===== config.mk =====
export PLATFORM = sky130hd
export DESIGN_NAME = line_pkt_framer
export DESIGN_NICKNAME = d
export VERILOG_FILES = /design/src/rtl/pkfr_pkg.sv /design/src/rtl/pkfr_run_track.sv /design/src/rtl/pkfr_wsync.sv /design/src/rtl/pkfr_cw_asm.sv /design/src/rtl/line_pkt_framer.sv
export SDC_FILE = /design/constraint.sdc
export NUM_CORES = 1
export LEC_CHECK = 0
export BUFFER_PORTS_ARGS = -buffer_cell sky130_fd_sc_hd__buf_2
export CAP_MARGIN = 20
export CORE_MARGIN = 5
export CORE_UTILIZATION = 25
export DETAILED_ROUTE_END_ITERATION = 10
export SLEW_MARGIN = 5
export SYNTH_ARGS = -nofsm -noshare
export SYNTH_HDL_FRONTEND = slang
export SYNTH_HIERARCHICAL = 1
export SYNTH_SLANG_ARGS = --single-unit

===== constraint.sdc =====
create_clock -name clk -period 2.7 [get_ports clk]
set_input_delay 0 -clock clk [delete_from_list [all_inputs] [get_ports clk]]
set_output_delay 0 -clock clk [all_outputs]
set_load 0.01 [all_outputs]

===== src/rtl/pkfr_pkg.sv =====
package pkfr_pkg;

    typedef enum logic [1:0] {
        ST_HUNT     = 2'd0,
        ST_PREAMBLE = 2'd1,
        ST_WORDSYNC = 2'd2,
        ST_DATA     = 2'd3
    } pkfr_state_e;

    localparam int          SYNC_WORD_LEN = 4;
    localparam logic [3:0]  SYNC_WORD_DEF = 4'b1100;

endpackage


===== src/rtl/pkfr_run_track.sv =====
// Length of the current run of alternating bits, including the bit being strobed.
module pkfr_run_track #(
    parameter int RUN_MAX = 12,
    localparam int RW = $clog2(RUN_MAX + 1)
) (
    input  logic          clk,
    input  logic          rst_n,
    input  logic          bit_vld,
    input  logic          bit_in,
    input  logic          clr,
    output logic [RW-1:0] run_next
);

    logic [RW-1:0] run_q;
    logic          prev_q;
    logic          have_q;

    always_comb begin
        if (have_q && (bit_in != prev_q)) begin
            run_next = (run_q == RW'(RUN_MAX)) ? run_q : run_q + 1'b1;
        end else begin
            run_next = RW'(1);
        end
    end

    always_ff @(posedge clk) begin
        if (!rst_n || clr) begin
            run_q  <= '0;
            prev_q <= 1'b0;
            have_q <= 1'b0;
        end else if (bit_vld) begin
            run_q  <= run_next;
            prev_q <= bit_in;
            have_q <= 1'b1;
        end
    end

endmodule


===== src/rtl/pkfr_wsync.sv =====
// Sliding window over the last received bits, compared with the sync word and its complement.
module pkfr_wsync #(
    parameter int                 WS_LEN = 4,
    parameter logic [WS_LEN-1:0]  WS_PAT = 4'b1100
) (
    input  logic clk,
    input  logic rst_n,
    input  logic bit_vld,
    input  logic bit_in,
    output logic hit_true,
    output logic hit_inv
);

    logic [WS_LEN-1:0] win_q;
    logic [WS_LEN-1:0] win_next;

    assign win_next = {win_q[WS_LEN-2:0], bit_in};
    assign hit_true = bit_vld && (win_next == WS_PAT);
    assign hit_inv  = bit_vld && (win_next == ~WS_PAT);

    always_ff @(posedge clk) begin
        if (!rst_n) begin
            win_q <= '0;
        end else if (bit_vld) begin
            win_q <= win_next;
        end
    end

endmodule


===== src/rtl/pkfr_cw_asm.sv =====
// Codeword assembler: data bits, then the parity bit, then the stop bits.
module pkfr_cw_asm #(
    parameter int DATA_BITS = 8,
    parameter int STOP_BITS = 2,
    localparam int CW_LEN = DATA_BITS + 1 + STOP_BITS,
    localparam int IW = $clog2(CW_LEN)
) (
    input  logic                 clk,
    input  logic                 rst_n,
    input  logic                 clr,
    input  logic                 take,
    input  logic                 dbit,
    output logic [DATA_BITS-1:0] byte_o,
    output logic                 par_bad,
    output logic                 word_ok,
    output logic                 stop_bad
);

    logic [IW-1:0]        idx_q;
    logic [DATA_BITS-1:0] sh_q;
    logic                 par_q;
    logic                 in_stop;
    logic                 last;

    assign in_stop  = idx_q > IW'(DATA_BITS);
    assign last     = idx_q == IW'(CW_LEN - 1);
    assign stop_bad = take && in_stop && !dbit;
    assign word_ok  = take && last && dbit;
    assign byte_o   = sh_q;
    assign par_bad  = par_q;

    always_ff @(posedge clk) begin
        if (!rst_n) begin
            idx_q <= '0;
            sh_q  <= '0;
            par_q <= 1'b0;
        end else if (clr) begin
            idx_q <= '0;
            par_q <= 1'b0;
        end else if (take) begin
            if (idx_q < IW'(DATA_BITS)) begin
                sh_q <= {sh_q[DATA_BITS-2:0], dbit};
            end
            if (last) begin
                idx_q <= '0;
                par_q <= 1'b0;
            end else begin
                idx_q <= idx_q + 1'b1;
                if (idx_q <= IW'(DATA_BITS)) begin
                    par_q <= par_q ^ dbit;
                end
            end
        end
    end

endmodule


===== src/rtl/line_pkt_framer.sv =====
module line_pkt_framer
    import pkfr_pkg::*;
#(
    parameter int BUSY_BITS = 4,
    parameter int SYNC_BITS = 12,
    parameter int WS_LIMIT  = 16,
    parameter int DATA_BITS = 8,
    parameter int STOP_BITS = 2
) (
    input  logic                 clk,
    input  logic                 rst_n,
    input  logic                 bit_vld,
    input  logic                 bit_in,
    input  logic                 pkt_end,
    output logic [DATA_BITS-1:0] byte_data,
    output logic                 byte_vld,
    output logic                 byte_par_err,
    output logic                 frame_err,
    output logic                 chan_busy,
    output logic                 pol_inv
);

    localparam int RW = $clog2(SYNC_BITS + 1);
    localparam int WW = $clog2(WS_LIMIT);

    pkfr_state_e          state_q, state_d;
    logic [WW-1:0]        ws_cnt_q, ws_cnt_d;
    logic                 inv_q, inv_d;
    logic [RW-1:0]        run_next;
    logic                 hit_true, hit_inv;
    logic                 take, cw_clr, dbit;
    logic [DATA_BITS-1:0] cw_byte;
    logic                 cw_par_bad, cw_ok, cw_stop_bad;

    assign dbit   = bit_in ^ inv_q;
    assign take   = bit_vld && !pkt_end && (state_q == ST_DATA);
    assign cw_clr = pkt_end || (state_q != ST_DATA);

    pkfr_run_track #(.RUN_MAX(SYNC_BITS)) u_run (
        .clk      (clk),
        .rst_n    (rst_n),
        .bit_vld  (bit_vld),
        .bit_in   (bit_in),
        .clr      (pkt_end),
        .run_next (run_next)
    );

    pkfr_wsync #(.WS_LEN(SYNC_WORD_LEN), .WS_PAT(SYNC_WORD_DEF)) u_ws (
        .clk      (clk),
        .rst_n    (rst_n),
        .bit_vld  (bit_vld),
        .bit_in   (bit_in),
        .hit_true (hit_true),
        .hit_inv  (hit_inv)
    );

    pkfr_cw_asm #(.DATA_BITS(DATA_BITS), .STOP_BITS(STOP_BITS)) u_cw (
        .clk      (clk),
        .rst_n    (rst_n),
        .clr      (cw_clr),
        .take     (take),
        .dbit     (dbit),
        .byte_o   (cw_byte),
        .par_bad  (cw_par_bad),
        .word_ok  (cw_ok),
        .stop_bad (cw_stop_bad)
    );

    // next state
    always_comb begin
        state_d  = state_q;
        ws_cnt_d = ws_cnt_q;
        inv_d    = inv_q;
        if (pkt_end) begin
            state_d = ST_HUNT;
        end else if (bit_vld) begin
            unique case (state_q)
                ST_HUNT: begin
                    if (run_next >= RW'(BUSY_BITS)) state_d = ST_PREAMBLE;
                end
                ST_PREAMBLE: begin
                    if (run_next == RW'(1)) begin
                        state_d = ST_HUNT;
                    end else if (run_next >= RW'(SYNC_BITS)) begin
                        state_d  = ST_WORDSYNC;
                        ws_cnt_d = '0;
                    end
                end
                ST_WORDSYNC: begin
                    if (hit_true) begin
                        state_d = ST_DATA;
                        inv_d   = 1'b0;
                    end else if (hit_inv) begin
                        state_d = ST_DATA;
                        inv_d   = 1'b1;
                    end else if (ws_cnt_q == WW'(WS_LIMIT - 1)) begin
                        state_d = ST_HUNT;
                    end else begin
                        ws_cnt_d = ws_cnt_q + 1'b1;
                    end
                end
                ST_DATA: begin
                    if (cw_stop_bad) state_d = ST_HUNT;
                end
                default: state_d = ST_HUNT;
            endcase
        end
    end

    // state register
    always_ff @(posedge clk) begin
        if (!rst_n) begin
            state_q  <= ST_HUNT;
            ws_cnt_q <= '0;
            inv_q    <= 1'b0;
        end else begin
            state_q  <= state_d;
            ws_cnt_q <= ws_cnt_d;
            inv_q    <= inv_d;
        end
    end

    // outputs
    always_ff @(posedge clk) begin
        if (!rst_n) begin
            byte_data    <= '0;
            byte_vld     <= 1'b0;
            byte_par_err <= 1'b0;
            frame_err    <= 1'b0;
        end else begin
            byte_vld     <= cw_ok;
            byte_par_err <= cw_ok && cw_par_bad;
            frame_err    <= cw_stop_bad;
            if (cw_ok) byte_data <= cw_byte;
        end
    end

    assign chan_busy = (state_q != ST_HUNT);
    assign pol_inv   = inv_q;

endmodule


==> results of run 1 <==
-- placed cells by master, fill, tap and decap left out, types with 3 or more instances in the layout --
cell type and count:
nor2_1 10, buf_2 17, nand2_1 9, and2_1 6, nand4_1 5, nor2b_1 19, dfxtp_1 40, a21oi_1 5
nor4b_2 3, nor3_1 4, o21ai_0 5, ha_1 7, nor3b_1 3, nand2b_1 7, mux2i_1 19, clkbuf_8 5
nand3_1 7, inv_1 11
-- worst max path at each step --
stage / start / to / slack [ns]
after global placement: u_run/run_q[0] / state_q[1] / 0.50
after detailed placement: u_run/run_q[0] / state_q[1] / 0.40
after floorplan: u_run/run_q[0] / state_q[1] / 0.60
final: u_run/run_q[0] / state_q[1] / 0.39
after CTS: u_run/run_q[0] / state_q[1] / 0.40
after global routing: u_run/run_q[0] / state_q[1] / 0.26
-- sequential cells by signal, summed over array words and instances, names as in the netlist --
| name | count |
|---|---|
| byte_data | 8 |
| u_cw/byte_o | 8 |
| u_cw/idx_q | 4 |
| u_run/run_q | 4 |
| ws_cnt_q | 4 |
| u_ws/win_q | 3 |
| state_q | 2 |
| byte_par_err | 1 |
| byte_vld | 1 |
| frame_err | 1 |
| pol_inv | 1 |
| u_cw/par_bad | 1 |
| u_run/have_q | 1 |
| u_run/prev_q | 1 |
-- cell families (layout without fill, tap and decap cells) --
| kind of cell | count (synthesis) | after routing | synth area share [%] |
|---|---|---|---|
| buffers and inverters | 18 | 38 | 4.340 |
| DFF | 40 | 40 | 39.12 |
| adders and majority gates | 7 | 7 | 4.279 |
| and+or+nand+nor | 88 | 88 | 27.69 |
| AOI/OAI and AO/OA | 32 | 32 | 12.77 |
| xor gates and xnor gates | 5 | 5 | 2.507 |
| muxes | 19 | 19 | 9.291 |
-- worst reg2reg max path, delay by kind of cell, from the launching register on --
family                   cells  cell delay, ns
AO/OA/AOI/OAI                5            1.11
flip-flops                   1            0.45
AND/OR/NAND/NOR              1            0.31
adder cells (fa/ha/maj)      1            0.24
buffers and inverters        1            0.11
-- metal layers --
metal / track usage (%) / up-vias
met5: 0 / -
met4: 3.420 / 0
met3: 2.076 / 5
met2: 13.51 / 19
met1: 10.19 / 705
li1: - / 782
-- layout make-up --
type	count	area share [%]
clock buffer	5	2.933
clock inverter	3	1.973
inverter	11	1.760
multi-input combinational	151	49.33
sequential	40	34.13
tap	105	5.600
timing repair buffer	19	4.267
-- per-stage QoR --
stage               worst slack (ns)  instances
finish                        0.3918        334
global placement              0.4972        326
floorplan                     0.5954        209
global route                  0.2585        334
detailed placement            0.4035        326
CTS                           0.3954        334
-- power groups by stage --
stage,clock [mW],sequential [mW],combinational (mW)
2_1_floorplan,0,0.610,0.0275
3_3_place_gp,0,0.611,0.0420
3_5_place_dp,0,0.612,0.0419
4_1_cts,0.526,0.598,0.0421
5_1_grt,0.542,0.598,0.0463
6_report,0.503,0.598,0.0413
==> metrics, run 1 <==
ys async rst share=0%; Syn Inst Count=209; cell family with most CP delay=compound AO/OA/AOI/OAI gates; WHS=just under 0.08 ns; Hold Startpoint=bit_in; Via density=roughly 4.5; maximum vdd drop=roughly 0.15 mV; Post-synth EDFFs=0; WHS Path Cells=3; CP bufs+invs=1; clock-pin slew on the worst setup and hold paths=~0.080 ns; CP peak stage delay=~0.45 ns; Gate power share=under 10%; initial antenna violation count=0; WP depth=8; DRT Pass-1 Iters=4; Synthesized Nets=roughly 220; max-slew violation count=0; wire length on met3=about 76 um; headroom to the max-slew limit=65.97%; HP Class=in -> reg; layout cells sized above 1=20.09%; flop2flop setup slack=about 0.39 ns; CTS resizes=0; # diodes=0; hpwl dp=~2700 um; DRT iter0 DRCs=53; WHS Endpoint=u_run/prev_q; status=completed; initial core utilization=between 20 and 30%; Metal-1 WL=roughly 1800 um; grt total ovfl=0; Detail Route Antenna Nets=0; internal power=0.8880 mW; met2 routed WL=approximately 1800 um; post-CTS setup buffer count=0; synthesized cell area=just over 2000 um^2; multi-input logic area=approximately 1200 um^2; post-synthesis sequential area ratio=a little under 40%; Reg area=between 800 and 900 um^2; most common cell in the synthesized netlist=dfxtp_1; Period Utilization, post-route=between 80% and 90%; Filler cells=890; Worst setup SP type=register; mean post-synth cell area=9.794 um^2; Worst R2R Start=u_run/run_q[0]; Sw Share=22.23%; cell row count=33; num ports=18; post-layout util=a little under 30%; Die ar.=~10000 um^2; area of all placed cells without fillers=between 2000 and 2500 um^2; most frequent cells after synthesis=dfxtp_1, mux2i_1, nor2b_1; CP max-delay cell=dfxtp_1; Final min period=around 2.3 ns; Longest Clk Path Bufs=2; Tot Pwr=roughly 1.1 mW; ys flop type=dfxtp_1; post-synth top area cell=dfxtp_1; post-synthesis cell type count=55; DRT Wirelength=between 3000 and 4000 um; Final Hold Viols=0; P_leak=approximately 0.84 nW; largest cells by area after synthesis=dfxtp_1, mux2i_1, nor2b_1; Layout area overhead=14.61%; Final Skew=0.007956 ns; GPL Wtd Cong=0.7536; largest net degree at the start of global routing=35; Clk pwr share=around 44%; DRC viols=0; htree depth=2; Critical Path End Type=register; RSZ-0062 raised after global routing=no; die height=100.5 um; Num CTS Buffers=5; Sw Pwr=around 0.25 mW; Die X=~100 um; Clock Tree Root=clkbuf_8; fmax=433.2 MHz; worst path arrival time=2.50 ns; Seq cells post-synth=40; CTS Sinks=40; worst skew pair latency=approximately 0.30 ns; vias after detailed routing=~1500; nets=between 200 and 250; top routing layer used=met4; vias in the first global route=roughly 1500; Seq pwr share=between 50 and 60%; Setup violations, final=0; gr usage total=about 8.2%; YS warnings=6; placed cell areas=2231 um^2; first-pass GRT wire length=around 6800 um; max_cap viols=0; CP Max Fanout=7; post-synth top area share=39.12%; Worst Reg-to-Reg Cells=8; core box area=about 8100 um^2; Setup CP Type=reg -> reg; Fin Setup TNS=0 ns; CTS tree=built; worst-path cell chain=inv_1 > ha_1 > o311ai_1 > a21oi_1 > nor4b_2 > o2111a_2 > a21oi_1 > a41o_2; hold_buf cts=0; most used cell, CP=a21oi_1; port bufs=17; r2r endpoint=state_q[1]; Worst-Margin Slew=about 0.51 ns; Cell Pwr Density=roughly 500 nW/um^2; mean routed wirelength per cell=11.35 um; CP required=approximately 2.9 ns
No activity file was read; power rests on OpenSTA's default activity.
==> run 2: changes to the inputs <==
--- a/config.mk
+++ b/config.mk
@@ -10,6 +10,7 @@
 export CORE_MARGIN = 5
 export CORE_UTILIZATION = 25
 export DETAILED_ROUTE_END_ITERATION = 10
+export RECOVER_POWER = 50
 export SLEW_MARGIN = 5
 export SYNTH_ARGS = -nofsm -noshare
 export SYNTH_HDL_FRONTEND = slang
==> metrics, run 2 (synthesis results as in run 1) <==
Num CTS Buffers=5; WHS Endpoint=u_run/prev_q; P_leak=0.7809 nW; Worst-Margin Slew=1.180 ns; GPL Wtd Cong=0.7536; layout cells sized above 1=12.23%; htree depth=2; CP max-delay cell=dfxtp_1; post-CTS setup buffer count=0; CTS Sinks=40; largest net degree at the start of global routing=35; post-route insts no fill=approximately 330; DRT Wirelength=about 3800 um; DRT iter0 DRCs=49; port bufs=17; Worst Reg-to-Reg Cells=8; WHS Path Cells=3; Setup CP Type=reg -> reg; HP Class=in -> reg; hpwl dp=2717 um; worst-path cell chain=inv_1 > ha_1 > o311ai_1 > a21oi_1 > nor4b_2 > o2111a_2 > a21oi_1 > a41o_2; status=completed; Worst R2R Start=u_run/run_q[0]; dpl cells=326; DRC viols=0; final worst slack=0.4861 ns; mean routed wirelength per cell=approximately 11 um; post-layout util=28.51%; Fin Setup TNS=0 ns; most common cell after layout, fill and taps aside=dfxtp_1; Final Hold Viols=0; CP required=a little under 3 ns; initial antenna violation count=0; WHS=between 0.07 and 0.08 ns; Cell Pwr Density=between 400 and 500 nW/um^2; gr usage total=between 8 and 9%; Layout area overhead=12.71%; flop2flop setup slack=between 0.4 and 0.5 ns; nets=240; RSZ-0062 raised after global routing=no; commonest non-fill, non-tap cells in the layout=dfxtp_1, mux2i_1, nor2b_1, clkbuf_1, inv_1; CP Max Fanout=7; maximum vdd drop=0.1507 mV; Die X=approximately 100 um; Period Utilization, post-route=between 80% and 90%; worst slack, placed=just over 0.4 ns; Via density=roughly 4.5; vias in the first global route=between 1500 and 2000; placed cell areas=roughly 2200 um^2; Longest Clk Path Bufs=2; Critical Path End Type=register; Final Skew=roughly 0.008 ns; clock-pin slew on the worst setup and hold paths=0.08 ns; r2r endpoint=state_q[1]; num ports=18; Setup violations, final=0; cell row count=33; Final min period=roughly 2.2 ns; CTS resizes=0; max_cap viols=0; die height=~100 um; most used cell, CP=a21oi_1; area of all placed cells without fillers=~2300 um^2; max-slew violation count=0; Tot Pwr=~1.1 mW; # diodes=0; first-pass GRT wire length=roughly 6800 um; hold_buf cts=0; Clock Tree Root=clkbuf_8; Die ar.=about 10000 um^2; vias after detailed routing=1497; Worst setup SP type=register; worst skew pair latency=roughly 0.30 ns; worst path arrival time=between 2 and 2.5 ns; Detail Route Antenna Nets=0; CTS tree=built; CP peak stage delay=around 0.44 ns; headroom to the max-slew limit=a little over a fifth; grt total ovfl=0; fmax=451.7 MHz; DRT Pass-1 Iters=4; core box area=between 8000 and 9000 um^2; initial core utilization=roughly a quarter; Hold Startpoint=bit_in
[run 2: worst max-delay path by stage]
stage	start	endpoint	slack (ns)	cells past startpoint
detailed placement	u_run/run_q[0]	state_q[1]	0.40	8
global route	u_run/run_q[0]	state_q[1]	0.35	8
floorplan	u_run/run_q[0]	state_q[1]	0.60	8
finish	u_run/run_q[0]	state_q[1]	0.49	8
CTS	u_run/run_q[0]	state_q[1]	0.40	8
global placement	u_run/run_q[0]	state_q[1]	0.50	8
[run 2: worst max-delay path: cells and delay by family (launching register included)]
kind / cells / cell delay, ns
buffers and inverters: 1 / 0.09
adder cells (fa/ha/maj): 1 / 0.23
AND/OR/NAND/NOR: 1 / 0.30
AO/OA/AOI/OAI: 5 / 1.05
flip-flops: 1 / 0.44
[run 2: report_power, final]
| group | total (mW) | leakage [nW] | switching, mW | internal (mW) |
|---|---|---|---|---|
| Sequential | 0.597 | 0.323 | 0.00452 | 0.593 |
| Combinational | 0.0397 | 0.403 | 0.0237 | 0.0161 |
| Clock | 0.504 | 0.0548 | 0.226 | 0.279 |
[run 2: cell type report]
cell class	count	area (um^2)
fill	899	5786
multi-input combinational	151	1136
sequential	40	800.8
tap	105	131.4
timing repair buffer	19	82.58
clock buffer	5	68.82
clock inverter	3	46.29
inverter	11	41.29
[run 2: metal layers]
metal / track usage (%) / wire [um] / vias up / part of all wire (%)
li1: - / - / 778 / -
met1: 10.19 / 1861 / 695 / 49
met2: 13.51 / 1795 / 19 / 47
met3: 2.076 / 84 / 5 / 2.2
met4: 3.420 / 78 / 0 / 2.0
met5: 0 / 0 / - / 0
==> run 3: changes to the inputs <==
==> constraint.sdc (replaced) <==
create_clock -name clk -period 2.2 [get_ports clk]
set_input_delay 0 -clock clk [delete_from_list [all_inputs] [get_ports clk]]
set_output_delay 0 -clock clk [all_outputs]
set_load 0.01 [all_outputs]
==> metrics, run 3 (synthesis results as in run 1) <==
CP required=roughly 2.4 ns; Final min period=2.068 ns; DRC viols=0; max_cap viols=0; flop2flop setup slack=roughly 0.13 ns; most common cell after layout, fill and taps aside=dfxtp_1; Worst-Margin Slew=0.5112 ns; first-pass GRT wire length=between 7000 and 8000 um; Via density=between 4 and 5; initial core utilization=25.29%; largest net degree at the start of global routing=19; final worst slack=between 0.1 and 0.15 ns; grt total ovfl=0; vias in the first global route=1486; WHS=approximately 0.086 ns; Period Utilization, post-route=93.99%; Fin Setup TNS=0 ns; hpwl dp=2890 um; # diodes=0; headroom to the max-slew limit=about 66%; vias after detailed routing=~1500; worst slack, placed=0.03705 ns; CTS tree=built; HP Class=in -> reg; die height=100.5 um; num ports=18; WHS Endpoint=ws_cnt_q[2]; Hold Startpoint=rst_n; initial antenna violation count=0; maximum vdd drop=between 0.2 and 0.3 mV; Final Hold Viols=0; DRT iter0 DRCs=70; Cell Pwr Density=between 500 and 600 nW/um^2; r2r endpoint=state_q[0]; nets=approximately 240; Setup CP Type=reg -> reg; hold_buf cts=0; Clock Tree Root=clkbuf_8; mean routed wirelength per cell=around 12 um; htree depth=2; cell row count=33; gr usage total=under 10%; post-CTS setup buffer count=0; clock-pin slew on the worst setup and hold paths=0.08 ns; commonest non-fill, non-tap cells in the layout=dfxtp_1, mux2i_1, nor2b_1, clkbuf_1, inv_1; worst path arrival time=2.29 ns; DRT Pass-1 Iters=5; Critical Path End Type=register; Tot Pwr=around 1.4 mW; Longest Clk Path Bufs=2; CP Max Fanout=4; WHS Path Cells=2; Num CTS Buffers=5; GPL Wtd Cong=between 0.7 and 0.8; fmax=approximately 480 MHz; port bufs=17; Die ar.=approximately 10000 um^2; Worst setup SP type=register; status=completed; post-layout util=roughly 29%; CP max-delay cell=dfxtp_2; core box area=between 8000 and 9000 um^2; layout cells sized above 1=16.74%; P_leak=between 0.8 and 0.9 nW; Final Skew=~0.005 ns; worst skew pair latency=between 0.2 and 0.3 ns; worst-path cell chain=inv_1 > ha_1 > and2_1 > o2111a_1 > or3b_1 > o2111a_2 > and4_4 > nor3b_2; Die X=roughly 100 um; max-slew violation count=0; Detail Route Antenna Nets=0; RSZ-0062 raised after global routing=no; CP peak stage delay=about 0.36 ns; Layout area overhead=16.38%; Worst R2R Start=u_run/run_q[0]; CTS Sinks=40; Filler cells=approximately 870; DRT Wirelength=slightly above 4000 um; Setup violations, final=0; CTS resizes=0; Worst Reg-to-Reg Cells=8
run 3: stage by stage:
stage	area (um^2)	instances
after global routing	2382	338
after floorplan	2047	209
after CTS	2372	338
final	2382	338
after detailed placement	2261	330
after global placement	2261	330
run 3: how the worst max path moves through the flow:
stage / end / depth (start not counted) / startpoint
detailed placement: state_q[1] / 8 / u_run/run_q[0]
global route: state_q[1] / 8 / u_run/run_q[0]
global placement: state_q[1] / 8 / u_run/run_q[0]
finish: state_q[0] / 8 / u_run/run_q[0]
floorplan: state_q[1] / 8 / u_run/run_q[0]
CTS: state_q[1] / 8 / u_run/run_q[0]
run 3: cell type report:
cell class,instances,area [um^2],share of cell area (%)
Multi-Input combinational cell,151,1181,49.58
Sequential cell,40,803.3,33.72
Clock buffer,5,68.82,2.889
Inverter,11,41.29,1.733
Clock inverter,3,42.54,1.786
Tap cell,105,131.4,5.515
Timing Repair Buffer,23,113.9,4.779
run 3: critical path: cells and delay by family, from the launching register on:
family / cells / cell delay [ns]
fa+ha+maj: 1 / 0.25
simple gates: 4 / 0.86
buf+inv: 1 / 0.06
compound gates: 2 / 0.47
flops: 1 / 0.36
run 3: power breakdown:
part / internal, mW / switching [mW] / total, mW
clock: 0.336 / 0.270 / 0.606
sequential: 0.728 / 0.00638 / 0.734
combinational: 0.0244 / 0.0334 / 0.0578
run 3: routing by layer:
metal  track usage, %  vias to the layer above  share of wire (%)  routed length [um]
li1                 -                      788                  -                   -
met4            3.731                        0                1.9                  75
met1            11.13                      717                 49                1968
met2            13.46                       17                 47                1890
met5                0                        -                  0                   0
met3            2.422                        6                2.7                 109
